===== config.mk =====
export PLATFORM = sky130hd
export DESIGN_NAME = subrange_corrector
export DESIGN_NICKNAME = d
export VERILOG_FILES = /design/src/rtl/subrange_corrector.sv
export SDC_FILE = /design/constraint.sdc
export NUM_CORES = 1
export LEC_CHECK = 0
export BUFFER_PORTS_ARGS = -buffer_cell sky130_fd_sc_hd__buf_4
export CAP_MARGIN = 20
export CORE_AREA = 8 8 73 75
export DETAILED_ROUTE_END_ITERATION = 16
export DIE_AREA = 0 0 81 83
export PLACE_DENSITY_LB_ADDON = 0.08
export SETUP_SLACK_MARGIN = 0.5
export SYNTH_ARGS = -nofsm -noshare
export SYNTH_HDL_FRONTEND = slang
export SYNTH_SLANG_ARGS = --single-unit

===== constraint.sdc =====
create_clock -name clk -period 2.3 [get_ports clk]
set_input_delay 0.46 -clock clk [delete_from_list [all_inputs] [get_ports clk]]
set_output_delay 0.46 -clock clk [all_outputs]
set_load 0.05 [all_outputs]

===== src/rtl/subrange_corrector.sv =====
module subrange_corrector #(
  parameter int CW     = 7,
  parameter int FW     = 7,
  parameter int OW     = 12,
  parameter int SHIFT  = 5,
  parameter int OFFSET = 48
) (
  input  logic          clk,
  input  logic          rst_n,
  input  logic          coarse_vld,
  input  logic [CW-1:0] coarse_code,
  input  logic          fine_vld,
  input  logic [FW-1:0] fine_code,
  output logic [CW-1:0] dac_code,
  output logic [OW-1:0] result,
  output logic          result_vld,
  output logic          ovr_lo,
  output logic          ovr_hi
);

  localparam int TW = (CW + SHIFT > FW) ? CW + SHIFT : FW;
  localparam int SW = TW + 2;
  localparam logic [SW-1:0] FULL = SW'((1 << OW) - 1);

  logic [CW-1:0] coarse_q;
  logic [SW-1:0] sum_w;
  logic          neg_w, big_w;

  assign sum_w = (SW'(coarse_q) << SHIFT) + SW'(fine_code) - SW'(OFFSET);
  assign neg_w = sum_w[SW-1];
  assign big_w = !neg_w && (sum_w > FULL);
  assign dac_code = coarse_q;

  always_ff @(posedge clk) begin
    if (!rst_n)
      coarse_q <= '0;
    else if (coarse_vld)
      coarse_q <= coarse_code;
  end

  always_ff @(posedge clk) begin
    if (!rst_n) begin
      result     <= '0;
      result_vld <= 1'b0;
      ovr_lo     <= 1'b0;
      ovr_hi     <= 1'b0;
    end else begin
      result_vld <= fine_vld;
      if (fine_vld) begin
        ovr_lo <= neg_w;
        ovr_hi <= big_w;
        if (neg_w)      result <= '0;
        else if (big_w) result <= '1;
        else            result <= sum_w[OW-1:0];
      end
    end
  end

  p_dac_load_r2: assert property (@(posedge clk) disable iff (!rst_n)
    coarse_vld |=> dac_code == $past(coarse_code));
  p_dac_hold_r2: assert property (@(posedge clk) disable iff (!rst_n)
    !coarse_vld |=> $stable(dac_code));
  p_vld_rise_r6: assert property (@(posedge clk) disable iff (!rst_n)
    fine_vld |=> result_vld);
  p_vld_quiet_r6: assert property (@(posedge clk) disable iff (!rst_n)
    !fine_vld |=> !result_vld);
  p_hold_r7: assert property (@(posedge clk) disable iff (!rst_n)
    !fine_vld |=> ($stable(result) && $stable(ovr_lo) && $stable(ovr_hi)));
  p_lo_clamp_r4: assert property (@(posedge clk) disable iff (!rst_n)
    ovr_lo |-> result == '0);
  p_hi_clamp_r5: assert property (@(posedge clk) disable iff (!rst_n)
    ovr_hi |-> result == '1);
  p_flag_excl_r9: assert property (@(posedge clk) disable iff (!rst_n)
    !(ovr_lo && ovr_hi));

endmodule


==> impl_metrics.toml, run 1 <==
[global_route]
grt_max_degree = 14
antenna_found_initial = 0
grt-ovfl-total = 0
grt_pass1_wl_mm = 4.96
grt_usage_pct = 9.14
grt_pass1_vias = 1138

[setup_path]
path_cells = "ha_4, ha_4, fa_2, a21o_1, a221oi_2, buf_4, xnor2_2, a21oi_1, o21ai_1"
crit_family = "adder cells"
cpMostUsedCell = "ha_4"
cp_max_fo = 2
path_buf_inv = 1
critPathRequiredTime_ps = 2460
worst-setup-path-type = "flop to flop"
arrival_ps = 2200
start_kind = "flop"
slowest_delay_ps = 360
cp_slowest_cell = "dfxtp_4"
cp-end-kind = "flop"

[placement]
post-place-ws_ps = -125
gp_congestion = 0.746
hpwl_mm = 2.40
port_buffers = 39
placed_cell_area_um2 = 1650

[final_layout]
area.sequential_um2 = 448
fillers = 451
n_antenna_cell = 0
nNetsFinal = 213
area_delta_synth_final_pct = 45.4
multi_input_area_um2 = 805
final_cell_area_um2 = 1790
drive_above_1_share_pct = 43.4

[sta]
setup_ws_ps = 264
skew_ps = 3.21
worst_slew_pin_slew_ps = 826
report.final.slew_viol_count = 0
max_clock_freq_mhz = 491
max-slew-margin-rel_pct = 44.8
rsz0062_at_grt = "yes"
setup_viol = 0
whs_ps = 445
period_share_pct = 88.5
post-route-min-period_ps = 2040
final-hold-violation-count = 0

[floorplanning]
die-area_um2 = 6720
initial_core_util_pct = 29.3
ios = 40
rows = 24
die_h_um = 83
core_area_um2 = 4200
die_x_um = 81

[synthesis]
yosysUniqueCellTypes = 29
synthCells = 133
synth.area.top_cells = "dfxtp_1, ha_1, a21oi_2"
yosysTopAreaCell = "dfxtp_1"
synth_seq_cells = 22
yosysSeqAreaShare_pct = 35.7
syn_area_um2 = 1230
ys_warn_count = 0
syn_area_per_cell_um2 = 9.27
synth_top_area_share_pct = 35.7
synth_nets = 163

[clock_tree]
insertion_delay_ps = 270
clk_pin_slew_ps = 80
cts_buffers = 3
cts_tree = "built"
h-tree-depth = 1
clock_sinks = 22
clockBufferDepth = 2
cts_root_buf = "clkbuf_8"

[drt]
vias = 1056
drt-vias-per-instance = 4.51
detail_route.wl_per_cell_um = 12.7
drt-initial-drc-count = 26
first_pass_iters = 4
drcViolationCount = 0
ant_nets = 0
wl_mm = 2.97

[power]
leakagePower_nw = 0.808
vdd_ir_drop_max_uv = 209
power.total_mw = 1.24
pwr_density_cell_nw_per_um2 = 692

[outcome]
outcome = "complete, no violations"

[hold_path]
hold_class = "primary input to flop"

[job]
maxCapViolCount = 0
[path summary, 6_finish.rpt]
kind	start	to	slack [ps]	cells past startpoint
worst max-delay path	dac_code[0]	result[11]	260	9
worst min-delay path	fine_code[2]	result[2]	440	3
worst max register to register	dac_code[0]	result[11]	260	9
worst min register to register	ovr_hi	ovr_hi	450	2
[final cells by class]
cell class | instances | share of cell area [%]
Multi-Input combinational cell | 96 | 44.9
Tap cell | 52 | 3.63
Sequential cell | 22 | 25.0
Timing Repair Buffer | 49 | 20.9
Clock buffer | 4 | 3.07
Inverter | 11 | 2.44
[cell usage after synthesis]
| master | count |
|---|---|
| ha_1 | 11 |
| xnor2_1 | 3 |
| mux2i_1 | 7 |
| and2_1 | 1 |
| nor2_1 | 1 |
| o211a_4 | 1 |
| clkbuf_1 | 2 |
| buf_6 | 1 |
| a21oi_2 | 9 |
| buf_4 | 2 |
| a221oi_2 | 1 |
| o21ai_0 | 4 |
| a211oi_2 | 1 |
| a21o_1 | 3 |
| fa_1 | 1 |
| a21oi_1 | 4 |
| o21ai_1 | 11 |
| dfxtp_1 | 22 |
| nand3_1 | 1 |
| o211ai_1 | 1 |
| o21bai_4 | 1 |
| xor2_1 | 2 |
| inv_1 | 11 |
| and3_1 | 1 |
| nor2b_1 | 10 |
| a21boi_0 | 2 |
| nand4_1 | 1 |
| nand2b_1 | 2 |
| nand2_1 | 16 |
[layout by cell type (no fill, tap or decap), types with 2 or more instances in the layout]
cell type  instances
buf_4             47
dfxtp_1           20
nand2_1           15
o21ai_1           11
nor2b_1           10
inv_1              9
a21oi_2            9
mux2i_1            7
ha_1               6
o21ai_0            4
a21oi_1            4
ha_4               4
clkbuf_8           4
a21o_1             3
nand2b_1           2
xor2_1             2
xnor2_1            2
dfxtp_4            2
buf_6              2
[worst reg2reg max path: stages (launching register included)]
cell,delay [ps]
dfxtp_4,360
ha_4,220
ha_4,160
fa_2,330
a21o_1,180
a221oi_2,270
buf_4,180
xnor2_2,50
a21oi_1,110
o21ai_1,60
[registers in the layout, summed over array words and instances (netlist names)]
signal / count
ovr_lo: 1
result_vld: 1
ovr_hi: 1
dac_code: 7
result: 12
[power breakdown]
group	internal (mW)	switching [mW]
clock	0.153	0.129
combinational	0.212	0.306
sequential	0.418	0.0224
[routing by layer]
layer	vias up	global-route usage (%)	share of wire, %
met4	0	4.39	2.1
met1	469	10.4	45
li1	549	-	-
met2	33	15.2	46
met3	5	2.37	7.1
met5	-	0	0
[cell families (layout without fill, tap and decap cells)]
kind of cell,Yosys count,after routing,synth area share (%)
AOI/OAI and AO/OA,38,39,22.9
and+or+nand+nor,33,33,13.2
DFF,22,22,35.7
buffers and inverters,16,64,6.09
adders and majority gates,12,12,12.8
muxes,7,7,5.69
xor gates and xnor gates,5,5,3.55
[timing repair]
item,CTS,global route
buffers inserted,3,0
cloned,1,0
resized for setup,10,1
endpoints found under the setup margin,14,14
pin swaps,10,1
hold buffers,0,0
[stage by stage]
stage	cells	utilization (%)	TNS, ps
after floorplan	133	-	0
after global placement	226	39.2	-1170
after detailed placement	226	39.2	-1180
after CTS	234	42.6	0
after global routing	234	42.6	0
final	234	42.6	0
(Power assumes the default switching activity.)
==> inputs of run 2 (changes only) <==
==> constraint.sdc (replaced) <==
create_clock -name clk -period 2.3 [get_ports clk]
set_input_delay 0.115 -clock clk [delete_from_list [all_inputs] [get_ports clk]]
set_output_delay 0.115 -clock clk [all_outputs]
set_load 0.05 [all_outputs]
==> run 2 against run 1 <==
Net effect:
- flip-flop and latch count unchanged
- worst setup slack got worse by 29 ps
- cell count down 1.3%
- critical path type unchanged
- critical endpoint unchanged
- largest cell class unchanged
- largest power group unchanged
==> impl_metrics.toml, run 2 (synthesized netlist as in run 1, its figures left out) <==
[outcome]
outcome = "complete, no violations"

[drt]
ant_nets = 0
drt-initial-drc-count = 20
drt-vias-per-instance = 4.44
vias = 1025
drcViolationCount = 0
wl_mm = 2.82
first_pass_iters = 4
detail_route.wl_per_cell_um = 12.2

[power]
vdd_ir_drop_max_uv = 202
pwr_density_cell_nw_per_um2 = 677
leakagePower_nw = 0.787
power.total_mw = 1.18

[setup_path]
cpMostUsedCell = "ha_4"
cp-end-kind = "flop"
start_kind = "flop"
slowest_delay_ps = 360
cp_max_fo = 2
critPathRequiredTime_ps = 2450
arrival_ps = 2210
cp_slowest_cell = "dfxtp_4"
path_cells = "ha_4, ha_4, fa_2, a21o_1, a221oi_2, buf_4, xnor2_2, a21oi_1, o21ai_1"
worst-setup-path-type = "flop to flop"

[final_layout]
n_antenna_cell = 0
fin_util_pct = 41.5
largest_reg_flops = 12
final_cell_mix = "buf_4, dfxtp_1, nand2_1"
area_delta_synth_final_pct = 41.7
top_register = "result"
nNetsFinal = 210
finalNonFillerCells = 231
multi_input_area_um2 = 792
fillers = 442
final_common_cell = "buf_4"
area.sequential_um2 = 450
drive_above_1_share_pct = 42.5

[floorplanning]
initial_core_util_pct = 29.3
core_area_um2 = 4200
ios = 40
die_h_um = 83
rows = 24
die-area_um2 = 6720
die_x_um = 81

[global_route]
grt_usage_pct = 8.51
use_met2_pct = 13.4
antenna_found_initial = 0
grt_pass1_wl_mm = 4.76
grt_max_degree = 14
gr-max-usage-layer = "met2"
grt_use_met1_pct = 10.7
grt_pass1_vias = 1095
met3_usage_pct = 2.80
grt-ovfl-total = 0

[hold_path]
hold_class = "primary input to flop"

[sta]
setup-tns-final_ps = 0
max-slew-margin-rel_pct = 43.9
skew_ps = 4.76
post-route-min-period_ps = 2060
final-hold-violation-count = 0
worst_slew_pin_slew_ps = 839
whs_ps = 92.4
setup_viol = 0
report.final.slew_viol_count = 0
rsz0062_at_grt = "yes"
max_clock_freq_mhz = 484
period_share_pct = 89.8

[clock_tree]
hold_buffers = 0
cts_root_buf = "clkbuf_8"
clockBufferDepth = 2
cts_tree = "built"
cts_buffers = 3
insertion_delay_ps = 260
h-tree-depth = 1
clk_pin_slew_ps = 80
clock_sinks = 22

[job]
maxCapViolCount = 0

[placement]
dp.cells = 221
hpwl_mm = 2.28
gp_congestion = 0.730
port_buffers = 39
[run 2: timing repair]
item / CTS / global route
gates resized for setup: 1 / 3
pin swaps: 1 / 2
hold endpoints to repair: 0 / 0
buffers inserted: 4 / 2
endpoints found under the setup margin: 14 / 14
[run 2: layout make-up]
type,count,area share (%)
multi-input combinational,95,45.3
sequential,22,25.8
timing repair buffer,47,20.2
tap,52,3.72
clock buffer,3,2.36
inverter,11,2.36
clock inverter,1,0.215
[run 2: final timing paths]
path / from / end / slack (ps) / depth (start not counted)
worst max-delay path: dac_code[0] / result[11] / 240 / 9
worst min-delay path: fine_code[0] / result[0] / 90 / 3
worst max register to register: dac_code[0] / result[11] / 240 / 9
worst min register to register: result[0] / result[0] / 450 / 2
[run 2: critical path, delay by kind of cell (launching register included)]
| kind | cells | cell delay (ps) |
|---|---|---|
| flip-flops | 1 | 360 |
| buffers and inverters | 1 | 180 |
| adder cells (fa/ha/maj) | 3 | 720 |
| XOR/XNOR | 1 | 50 |
| AO/OA/AOI/OAI | 4 | 640 |
[run 2: metal layers]
metal  vias to the layer above  routed length, um
li1                        538                  -
met4                         0                 19
met3                         2                212
met2                        31               1270
met5                         -                  0
met1                       454               1320
[run 2: through the flow]
step | instance area, um^2 | worst slack, ps
after floorplan | 1290 | 159
after global placement | 1620 | 166
after detailed placement | 1620 | 157
after CTS | 1700 | 207
after global routing | 1750 | 123
final | 1750 | 235
[run 2: power breakdown]
| group | switching, mW | internal (mW) | total [mW] | leakage [nW] |
|---|---|---|---|---|
| Sequential | 0.0223 | 0.419 | 0.441 | 0.184 |
| Clock | 0.122 | 0.119 | 0.241 | 0.0231 |
| Combinational | 0.301 | 0.200 | 0.501 | 0.581 |
